### config.mk
export PLATFORM = sky130hd
export DESIGN_NAME = seq_digit_loader
export DESIGN_NICKNAME = d
export VERILOG_FILES = /design/src/rtl/seq_loader_pkg.sv /design/src/rtl/loader_sync.sv /design/src/rtl/loader_ctrl.sv /design/src/rtl/loader_digit_mem.sv /design/src/rtl/seq_digit_loader.sv
export SDC_FILE = /design/constraint.sdc
export NUM_CORES = 1
export LEC_CHECK = 0
export ABC_AREA = 1
export BUFFER_PORTS_ARGS = -buffer_cell sky130_fd_sc_hd__buf_2
export CORE_MARGIN = 2
export CORE_UTILIZATION = 55
export CTS_BUF_LIST = sky130_fd_sc_hd__clkbuf_16
export DETAILED_ROUTE_END_ITERATION = 6
export GPL_TIMING_DRIVEN = 0
export PLACE_DENSITY = 0.83
export SLEW_MARGIN = 10
export SYNTH_ARGS = -nofsm -noshare
export SYNTH_HDL_FRONTEND = slang
export SYNTH_SLANG_ARGS = --single-unit
### constraint.sdc
create_clock -name clk -period 1.6 [get_ports clk]
set_input_delay 0.08 -clock clk [delete_from_list [all_inputs] [get_ports clk]]
set_output_delay 0.08 -clock clk [all_outputs]
set_load 0.005 [all_outputs]
### src/rtl/seq_loader_pkg.sv
package seq_loader_pkg;

   // control word bit positions
   localparam int CW_DEC_EN   = 0;
   localparam int CW_DEC_TYPE = 1;
   localparam int CW_SHUT     = 2;
   localparam int CW_ARM      = 3;
   localparam int CW_BITS     = 4;

   typedef struct packed {
      logic dec_en;
      logic dec_type;
      logic shut;
   } disp_flags_t;

endpackage

### src/rtl/loader_sync.sv
module loader_sync #(
   parameter int             W       = 6,
   parameter int             STAGES  = 2,
   parameter logic [W-1:0]   RST_VAL = '0
) (
   input  logic         clk,
   input  logic         rst,
   input  logic [W-1:0] d_i,
   output logic [W-1:0] q_o
);

   if (STAGES < 2) begin : g_bad_stages
      $error("loader_sync: STAGES must be at least 2");
   end
   if (W < 1) begin : g_bad_width
      $error("loader_sync: W must be positive");
   end

   logic [W-1:0] stage_q [STAGES];

   for (genvar s = 0; s < STAGES; s++) begin : g_stage
      if (s == 0) begin : g_first
         always_ff @(posedge clk) begin
            if (rst) stage_q[s] <= RST_VAL;
            else     stage_q[s] <= d_i;
         end
      end else begin : g_next
         always_ff @(posedge clk) begin
            if (rst) stage_q[s] <= RST_VAL;
            else     stage_q[s] <= stage_q[s-1];
         end
      end
   end

   assign q_o = stage_q[STAGES-1];

endmodule

### src/rtl/loader_ctrl.sv
module loader_ctrl
   import seq_loader_pkg::*;
#(
   parameter int DATA_W = 4,
   parameter int DIGITS = 8,
   localparam int ADDR_W = $clog2(DIGITS)
) (
   input  logic              clk,
   input  logic              rst,
   input  logic              mode_s,
   input  logic              wr_n_s,
   input  logic [DATA_W-1:0] word_s,
   output disp_flags_t       flags_o,
   output logic              armed_o,
   output logic [ADDR_W-1:0] addr_o,
   output logic              cw_take_o,
   output logic              dw_take_o
);

   localparam logic [ADDR_W-1:0] LAST_ADDR = ADDR_W'(DIGITS - 1);

   if (DATA_W < CW_BITS) begin : g_bad_width
      $error("loader_ctrl: DATA_W must hold a full control word");
   end
   if (DIGITS < 2) begin : g_bad_depth
      $error("loader_ctrl: DIGITS must be at least 2");
   end

   logic        wr_q;
   logic        strobe_fall;
   disp_flags_t flags_q;
   logic        armed_q;
   logic [ADDR_W-1:0] addr_q;

   // edge register: remembers last synchronised strobe level
   always_ff @(posedge clk) begin
      if (rst) wr_q <= 1'b1;
      else     wr_q <= wr_n_s;
   end

   assign strobe_fall = wr_q & ~wr_n_s;
   assign cw_take_o   = strobe_fall & mode_s;
   assign dw_take_o   = strobe_fall & ~mode_s & armed_q;

   always_ff @(posedge clk) begin
      if (rst) begin
         flags_q <= '0;
      end else if (cw_take_o) begin
         flags_q.dec_en   <= word_s[CW_DEC_EN];
         flags_q.dec_type <= word_s[CW_DEC_TYPE];
         flags_q.shut     <= word_s[CW_SHUT];
      end
   end

   always_ff @(posedge clk) begin
      if (rst) begin
         armed_q <= 1'b0;
         addr_q  <= '0;
      end else if (cw_take_o) begin
         addr_q <= '0;
         if (word_s[CW_ARM]) armed_q <= 1'b1;
      end else if (dw_take_o) begin
         if (addr_q == LAST_ADDR) begin
            armed_q <= 1'b0;
            addr_q  <= '0;
         end else begin
            addr_q <= addr_q + 1'b1;
         end
      end
   end

   assign flags_o = flags_q;
   assign armed_o = armed_q;
   assign addr_o  = addr_q;

endmodule

### src/rtl/loader_digit_mem.sv
module loader_digit_mem #(
   parameter int DATA_W = 4,
   parameter int DIGITS = 8,
   localparam int ADDR_W = $clog2(DIGITS)
) (
   input  logic                     clk,
   input  logic                     rst,
   input  logic                     we_i,
   input  logic [ADDR_W-1:0]        addr_i,
   input  logic [DATA_W-1:0]        din_i,
   output logic [DIGITS*DATA_W-1:0] digits_o
);

   if (DIGITS > 256) begin : g_bad_depth
      $error("loader_digit_mem: DIGITS too large for register storage");
   end

   for (genvar g = 0; g < DIGITS; g++) begin : g_digit
      logic [DATA_W-1:0] cell_q;
      always_ff @(posedge clk) begin
         if (rst)                                cell_q <= '0;
         else if (we_i && addr_i == ADDR_W'(g))  cell_q <= din_i;
      end
      assign digits_o[g*DATA_W +: DATA_W] = cell_q;
   end

endmodule

### src/rtl/seq_digit_loader.sv
module seq_digit_loader
   import seq_loader_pkg::*;
#(
   parameter int DATA_W      = 4,
   parameter int DIGITS      = 8,
   parameter int SYNC_STAGES = 2
) (
   input  logic                     clk,
   input  logic                     rst,
   input  logic [DATA_W-1:0]        bus_i,
   input  logic                     mode_i,
   input  logic                     wr_n_i,
   output logic [DIGITS*DATA_W-1:0] digits_o,
   output logic                     decode_en_o,
   output logic                     decode_type_o,
   output logic                     shutdown_o
);

   localparam int ADDR_W = $clog2(DIGITS);
   localparam int SYNC_W = DATA_W + 2;
   localparam logic [SYNC_W-1:0] SYNC_RST = {1'b1, 1'b0, {DATA_W{1'b0}}};

   logic [SYNC_W-1:0] sync_q;
   logic              wr_n_s;
   logic              mode_s;
   logic [DATA_W-1:0] word_s;
   disp_flags_t       flags;
   logic              armed;
   logic [ADDR_W-1:0] addr;
   logic              cw_take;
   logic              dw_take;

   // strobe, mode and bus share one synchroniser so they stay aligned
   loader_sync #(
      .W       (SYNC_W),
      .STAGES  (SYNC_STAGES),
      .RST_VAL (SYNC_RST)
   ) u_sync (
      .clk (clk),
      .rst (rst),
      .d_i ({wr_n_i, mode_i, bus_i}),
      .q_o (sync_q)
   );

   assign wr_n_s = sync_q[SYNC_W-1];
   assign mode_s = sync_q[SYNC_W-2];
   assign word_s = sync_q[DATA_W-1:0];

   loader_ctrl #(
      .DATA_W (DATA_W),
      .DIGITS (DIGITS)
   ) u_ctrl (
      .clk       (clk),
      .rst       (rst),
      .mode_s    (mode_s),
      .wr_n_s    (wr_n_s),
      .word_s    (word_s),
      .flags_o   (flags),
      .armed_o   (armed),
      .addr_o    (addr),
      .cw_take_o (cw_take),
      .dw_take_o (dw_take)
   );

   loader_digit_mem #(
      .DATA_W (DATA_W),
      .DIGITS (DIGITS)
   ) u_mem (
      .clk      (clk),
      .rst      (rst),
      .we_i     (dw_take),
      .addr_i   (addr),
      .din_i    (word_s),
      .digits_o (digits_o)
   );

   assign decode_en_o   = flags.dec_en;
   assign decode_type_o = flags.dec_type;
   assign shutdown_o    = flags.shut;

endmodule

## After elaboration in Yosys (flattened, before gate mapping)

Memory sizes are Yosys's and may differ from the RTL's.
Cells that the tools add are included.

| word-level totals | value |
|---|---|
| register bits after elaboration | 40 |
| latch bits | 0 |
| bits in writable memories | 12 |
| ROM bits | 0 |
| bits of input ports | 8 |
| output and inout bits | 35 |
| memories | 1 |

Memory list:

| name | words | bits a word | read ports | clocked after Yosys merged registers in | write ports | line | text |
|---|---|---|---|---|---|---|---|
| u_sync.stage_q | 2 | 6 | 2 | 0 | 2 | loader_sync.sv:19 | `logic [W-1:0] stage_q [STAGES];` |

| operators by class | value |
|---|---|
| $add $sub $neg | 1 |
| $mul | 0 |
| divide/modulo/power cells | 0 |
| order comparisons | 0 |
| equality and inequality tests | 8 |
| shift-type cells | 0 |
| muxes and demuxes | 10 |
| bitwise operators | 8 |
| reductions and logical operators | 13 |

Operators with widths:

| operator | number |
|---|---|
| 3-bit == test (second input constant) | 4 |
| 6-bit 2-to-1 mux | 2 |
| 1-bit logical AND | 8 |
| 1-bit 2-to-1 mux | 7 |
| 3-bit by 2-bit == test with 1-bit output (second input constant) | 2 |
| 1-bit AND | 4 |
| 2-bit nonzero test | 2 |
| 3-bit by 1-bit adder with 3-bit output (second input constant) | 1 |
| 3-bit by 1-bit == test with 1-bit output (second input constant) | 1 |
| 3-bit logical NOT | 1 |
| 3-bit 2-to-1 mux | 1 |
| 3-bit AND reduction | 1 |
| 2-bit != test (second input constant) | 1 |
| 1-bit inverter | 2 |
| 1-bit OR | 2 |
| 2-bit OR reduction | 1 |

## Logic depth before layout (Yosys ltp)

Gate-level depths: netlist of run 1.

| logic depth | value |
|---|---|
| depth in word-level cells | 6 |
| mapped depth | 8 |
| depth with buffers taken out | 8 |

## Cells and area by module

A second synthesis of run 1 with hierarchy kept.

| second synthesis, totals | value |
|---|---|
| cell total of the unflattened synthesis | 297 |
| area, all modules | 2092.0 µm² |

By module, submodules not included:

| module | times used | cells each | area each (µm²) |
|---|---|---|---|
| loader_digit_mem | 1 | 194 | 1321.3 |
| loader_ctrl | 1 | 65 | 425.4 |
| loader_sync | 1 | 38 | 345.3 |

## Worst setup path after synthesis of run 1

No wires, ideal clock.

| timing | value |
|---|---|
| path kind | register to register |
| from | register u_ctrl.addr_q[0] (netlist: u_ctrl.addr_o[0]) |
| to | register u_mem.g_digit[2].cell_q[0] |
| library setup time | 0.064 ns |
| arrival | 1.124 ns |
| setup slack | 0.412 ns |
| stages on the path, launching flop included | 9 |
| buffers on the path | 0 |
| cells stage by stage | dfxtp_1 > inv_1 > ha_1 > inv_1 > nor2_1 > nand3_2 > nand2_1 > inv_1 > nor2_1 |

| on the way | value |
|---|---|
| word-level cells in the longest chain between the ends | 2 |

Ends and longest elaborated chain:

| element | line | text |
|---|---|---|
| from (decl) | loader_ctrl.sv:33 | `logic [ADDR_W-1:0] addr_q;` |
| from (signal assigned) | loader_ctrl.sv:67 | `addr_q <= addr_q + 1'b1;` |
| 3-bit by 2-bit == test with 1-bit output | loader_digit_mem.sv:22 | `else if (we_i && addr_i == ADDR_W'(g)) cell_q <= din_i;` |
| 1-bit logical AND | loader_digit_mem.sv:22 |  |
| to (signal assigned) | loader_digit_mem.sv:22 |  |
| to (decl) | loader_digit_mem.sv:19 | `logic [DATA_W-1:0] cell_q;` |

No other way between the ends.
A chain may end at the register's enable or synchronous reset.

## Worst setup path in the final report of run 1

Ends and elaborated chain as after synthesis.

==> flow_summary.json, run 1 <==
{
  "critPathMaxFanout": 5,
  "final_period_minus_worst_setup_slack_ps": 1430,
  "worst_ir_drop_vdd_uv": 590,
  "grt_first_pass_wirelength_mm": 8.21,
  "final.setup.worst_slack_ps": 167,
  "avgRoutedWirePerCell_um": 10.6,
  "ant_nets": 0,
  "vias_per_cell": 4.56,
  "rsz0062_at_grt": "false",
  "cts_post_setup_buffers_inserted": 0,
  "die-area_um2": 4900,
  "postRouteWirelength_mm": 4.83,
  "final_nets": 418,
  "clk_latency_ps": 290,
  "htree_levels": 2,
  "run_status": "finished, final reports clean",
  "max_stage_delay_cell_worst_path": "dfxtp_1",
  "grt_start_max_net_pins": 17,
  "clk_pin_slew_worst_paths_ps": 70,
  "fin_skew_ps": 5.06,
  "tightest_slew_ps": 378,
  "io_pins": 43,
  "critical_path.most_common_cell": "inv_1",
  "detailedPlace.worstSlack_ps": 212,
  "hold_worst_slack_ps": 16.0,
  "synth_cells": 349,
  "final-hold-violation-count": 0,
  "globalRoute.totalOverflow": 0,
  "worstPathArrival_ps": 1660,
  "pwr-share-clk_pct": 45.6,
  "wl_met3_um": 323,
  "maxUsedRoutingLayer": "met4",
  "portBuffers": 42,
  "hold_path_class": "input port to flop",
  "synth.distinct_cells": 18,
  "total_via_count_after_detailed_routing": 2074,
  "final_area_um2": 2890,
  "routedLengthMet1_mm": 1.98,
  "post-route-drc-count": 0,
  "placedInstanceArea_um2": 2670,
  "cts_made_buffers": 5,
  "syn_to_final_growth_pct": 20.9,
  "yosys-top-cells-area": "dfxtp_1, inv_1, nand2_1",
  "mappedNetlistArea_um2": 2390,
  "cell_int_power_mw": 2.09,
  "detailroute.wirelength.met2_mm": 2.44,
  "slew_violations": 0,
  "clock_tree.buffer_depth": 2,
  "first_global_vias": 1963,
  "power.net_switching_mw": 0.534,
  "initial_utilization_pct": 58.6,
  "critPathMaxStageDelay_ps": 330,
  "critical_path.cell_chain": "inv_1, ha_1, inv_1, nor2_1, nand3_2, nand2_1, inv_1, nor2_1",
  "width_of_the_die_um": 70.0,
  "power_leakage_nw": 1.54,
  "synth_edf_count": 0,
  "yosysSeqAreaShare_pct": 43.5,
  "first_pass_iters": 4,
  "worstSetupPathType": "flop to flop",
  "cts_sinks": 52,
  "grt.total_usage_pct": 20.8,
  "yosysMostFrequentCell": "inv_1",
  "cp-end-kind": "flop",
  "timing.slew.headroom_pct": 74.8,
  "clk_root_buffer_cell": "clkbuf_16",
  "initial_antenna_violation_count": 0,
  "max_freq_mhz": 698,
  "core-area_um2": 4090,
  "swShare_pct": 20.4,
  "sequentialPowerShare_pct": 50.3,
  "std_cell_rows": 23,
  "finalCritPeriodShare_pct": 89.6,
  "postSynthAreaPerCell_um2": 6.86,
  "top_flip_flop_cell_by_instance_count_after_synthesis": "dfxtp_1",
  "post_synthesis_sequential_element_count": 52,
  "drt_iter0_markers": 94,
  "fin_setup_tns_ps": 0,
  "maxCapViolCount": 0,
  "timing.critical_path.from_type": "flop",
  "finalSetupViolations": 0,
  "cts_tree": "built",
  "n_antenna_cell": 0,
  "layout-drive-gt1-share_pct": 18.3,
  "number_of_warnings_printed_during_yosys_synthesis": 0,
  "mappedNetlistNets": 363,
  "die_height_um": 70.0,
  "critical_path_required_ps": 1820,
  "place.detailed.hpwl_mm": 3.16,
  "post_synth_most_frequent_cells": "inv_1, nand2_1, nor2_1, dfxtp_1, nand3_1",
  "yosysTopAreaCellShare_pct": 43.5,
  "synthDominantAreaCellType": "dfxtp_1",
  "power-per-cell-area_nw_per_um2": 905,
  "gp_routability_congestion": 0.809,
  "synth_async_sr_flop_share_pct": 0,
  "fraction_of_power_consumed_by_combinational_cells_pct": 4.1
}
-- critical path: cells and delay by family, from the launching register on --
family	cells	cell delay, ps
AND/OR/NAND/NOR	4	610
buffers and inverters	3	230
adder cells (fa/ha/maj)	1	220
flip-flops	1	330
-- through the flow --
step | utilization, % | cells | total power, mW
4_1_cts | 70.8 | 455 | 2.64
3_3_place_gp | 65.2 | 441 | 1.44
3_5_place_dp | 65.2 | 441 | 1.44
6_report | 70.8 | 455 | 2.62
2_1_floorplan | - | 349 | 1.41
5_1_grt | 70.8 | 455 | 2.71
-- cells by family after synthesis --
group / synth area share (%)
compound gates: 1.25
simple gates: 34.5
flops: 43.5
fa+ha+maj: 3.14
buf+inv: 17.6
-- flip-flops by register name, summed over array words and instances (netlist names) --
register              count
u_mem.g_digit.cell_q     32
u_sync.stage_q           12
u_ctrl.addr_o             3
u_ctrl.flags_o            3
u_ctrl.armed_o            1
u_ctrl.wr_q               1
-- worst paths after layout --
kind                                             endpoint  cells after the start  slack, ps                       startpoint
setup reg to reg  u_mem.g_digit[2].cell_q[0]$_SDFFE_PP0P_                      8        170    u_ctrl.addr_o[0]$_SDFFE_PP0P_
hold / removal            u_sync.stage_q[0][5]$_SDFF_PP1_                      2         20                              rst
setup / recovery  u_mem.g_digit[2].cell_q[0]$_SDFFE_PP0P_                      8        170    u_ctrl.addr_o[0]$_SDFFE_PP0P_
hold reg to reg           u_sync.stage_q[1][2]$_SDFF_PP0_                      2        410  u_sync.stage_q[0][2]$_SDFF_PP0_
-- cell usage in the layout (no fill, tap or decap), drive strengths merged --
| cell type | instances |
|---|---|
| nor2 | 59 |
| clkbuf | 6 |
| bufinv | 1 |
| ha | 6 |
| o21ai | 4 |
| inv | 94 |
| a21oi | 2 |
| buf | 50 |
| or2 | 2 |
| dfxtp | 52 |
| dlygate4sd3 | 6 |
| nand2 | 81 |
| clkinv | 1 |
| clkinvlp | 1 |
| nand3 | 40 |
-- layout make-up --
| type | count | area (um2) |
|---|---|---|
| sequential | 52 | 1040 |
| multi-input combinational | 194 | 931 |
| clock buffer | 5 | 125 |
| fill | 338 | 1190 |
| clock inverter | 3 | 42.5 |
| inverter | 94 | 353 |
| timing repair buffer | 48 | 270 |
| buffer | 9 | 68.8 |
| tap | 50 | 62.6 |
-- layer usage --
layer / vias to the layer above / global-route usage, %
li1: 1108 / -
met1: 886 / 23.9
met2: 70 / 35.9
met3: 10 / 5.63
met4: 0 / 9.40
met5: - / 0
-- timing repair --
item | in CTS | in global routing
hold endpoints to repair | 6 | 0
endpoints found under the setup margin | 0 | 0
hold buffers | 6 | 0
resized for setup | 0 | 0
-- power groups by stage --
stage / clock network, mW / logic (mW) / registers [mW]
detailed placement: 0 / 0.0947 / 1.35
floorplan: 0 / 0.0666 / 1.35
global placement: 0 / 0.0932 / 1.35
finish: 1.19 / 0.108 / 1.32
CTS: 1.22 / 0.106 / 1.32
global route: 1.27 / 0.122 / 1.32
(Power assumes the default switching activity.)
==> run 2, diff against run 1 <==
Settings changed: GPL_TIMING_DRIVEN 0 to default.
==> run 2 against run 1 <==
  * Clock skew increased by 1.3 ps
  * Final area decreased by 2.3%
  * Final cell count decreased by 1.8%
  * First-iteration DRC count increased by 34%
  * Highest routed layer unchanged
==> flow_summary.json, run 2 (same netlist as run 1, synthesis figures left out) <==
{
  "htree_levels": 2,
  "final-hold-violation-count": 0,
  "timing.slew.headroom_pct": 72.2,
  "globalRoute.totalOverflow": 0,
  "initial_antenna_violation_count": 0,
  "regMostFlops": "u_mem.g_digit.cell_q",
  "fin_skew_ps": 6.35,
  "io_pins": 43,
  "hold_path_class": "input port to flop",
  "final_period_minus_worst_setup_slack_ps": 1360,
  "grt_first_pass_wirelength_mm": 7.73,
  "avgRoutedWirePerCell_um": 9.80,
  "whs_path_depth": 3,
  "worstSetupPathType": "flop to flop",
  "clk_latency_ps": 290,
  "largest_register_ffs": 32,
  "post-route-drc-count": 0,
  "ant_nets": 0,
  "first_pass_iters": 4,
  "width_of_the_die_um": 70.0,
  "first_global_vias": 1816,
  "worstPathArrival_ps": 1580,
  "drt_iter0_markers": 126,
  "worst-r2r-cell-count": 8,
  "timing.critical_path.from_type": "flop",
  "fin_setup_tns_ps": 0,
  "critical_path.most_common_cell": "inv_1",
  "rsz0062_at_grt": "false",
  "maxCapViolCount": 0,
  "vias_per_cell": 4.44,
  "critPathMaxStageDelay_ps": 330,
  "finalCritPeriodShare_pct": 84.8,
  "portBuffers": 42,
  "cp-end-kind": "flop",
  "tightest_slew_ps": 416,
  "finalSetupViolations": 0,
  "critical_path.cell_chain": "inv_1, ha_1, inv_1, nor2_1, nand3_2, nand2_1, inv_1, nor2_1",
  "core-area_um2": 4090,
  "die-area_um2": 4900,
  "reg2reg_from": "u_ctrl.addr_o[0]$_SDFFE_PP0P_",
  "critical_path_cell_count": 8,
  "final.setup.worst_slack_ps": 244,
  "syn_to_final_growth_pct": 18.1,
  "cts_resized": 0,
  "worstSetupStartpoint": "u_ctrl.addr_o[0]$_SDFFE_PP0P_",
  "final_common_cell": "inv_1",
  "critPathBufInv": 3,
  "run_status": "finished, final reports clean",
  "grt.total_usage_pct": 19.6,
  "final_util_pct": 69.2,
  "cts_made_buffers": 5,
  "cts_post_setup_buffers_inserted": 0,
  "total_via_count_after_detailed_routing": 1983,
  "power_leakage_nw": 1.51,
  "placedInstanceArea_um2": 2610,
  "initial_utilization_pct": 58.6,
  "max_stage_delay_cell_worst_path": "dfxtp_1",
  "critical_path.top_delay_family": "simple AND/OR/NAND/NOR gates",
  "clk_pin_slew_worst_paths_ps": 70,
  "gp_routability_congestion": 0.746,
  "power-per-cell-area_nw_per_um2": 916,
  "mostFrequentLayoutCells": "inv_1, nand2_1, nor2_1, dfxtp_1, buf_2",
  "cts_sinks": 52,
  "hold_startpoint": "bus_i[2]",
  "total_power_mw": 2.59,
  "hold_worst_slack_ps": 2.36,
  "place.detailed.hpwl_mm": 2.94,
  "clk_root_buffer_cell": "clkbuf_16",
  "cts_tree": "built",
  "max_freq_mhz": 737,
  "slew_violations": 0,
  "number_of_cells_in_the_finished_layout_apart_from_fillers": 447,
  "final_area_um2": 2830,
  "layout-drive-gt1-share_pct": 16.9,
  "postRouteWirelength_mm": 4.38,
  "critPathMaxFanout": 5,
  "clock_tree.buffer_depth": 2,
  "n_antenna_cell": 0,
  "grt_start_max_net_pins": 37,
  "cts.hold.buffers_added": 5,
  "largest_registers": "u_mem.g_digit.cell_q: 32 flops, u_sync.stage_q: 12 flops",
  "critical_path_required_ps": 1820,
  "worst_ir_drop_vdd_uv": 783,
  "internal_reg_to_reg_setup_slack_ps": 240,
  "detailedPlace.worstSlack_ps": 256,
  "final_nets": 410,
  "die_height_um": 70.0,
  "placed_cells_incl_taps": 434,
  "std_cell_rows": 23
}
run 2: cell count changes in the layout (fill, tap and decap cells not counted):
cell,before,now
buf_2,46,42
buf_6,4,0
buf_4,0,2
clkbuf_1,1,0
clkinvlp_4,1,0
dlygate4sd3_1,6,5
inv_1,92,93
run 2: path summary, 6_finish.rpt:
kind                                                   to
hold reg to reg           u_sync.stage_q[1][4]$_SDFF_PP0_
setup / recovery  u_mem.g_digit[2].cell_q[1]$_SDFFE_PP0P_
setup reg to reg  u_mem.g_digit[2].cell_q[1]$_SDFFE_PP0P_
hold / removal            u_sync.stage_q[0][2]$_SDFF_PP0_
run 2: cell type report:
| type | count | area (um2) |
|---|---|---|
| fill | 366 | 1260 |
| sequential | 52 | 1040 |
| multi-input combinational | 194 | 931 |
| inverter | 94 | 353 |
| timing repair buffer | 49 | 275 |
| clock buffer | 5 | 125 |
| tap | 50 | 62.6 |
| clock inverter | 3 | 38.8 |
run 2: tightest hold or removal path, cell delays in order:
cell and delay (ps):
buf_2 90, inv_1 40, nor2_1 30
run 2: report_power, final:
| group | internal (mW) | switching [mW] | leakage [nW] |
|---|---|---|---|
| registers | 1.31 | 0.00807 | 0.422 |
| logic | 0.0395 | 0.0618 | 1.00 |
| clock network | 0.729 | 0.442 | 0.0850 |
run 2: per-layer routing:
layer / global-route usage (%) / up-vias / share of wire [%]
met5: 0 / - / 0
met4: 7.91 / 0 / 2.1
met3: 5.34 / 8 / 5.4
met2: 33.8 / 46 / 48
met1: 23.0 / 839 / 44
li1: - / 1090 / -
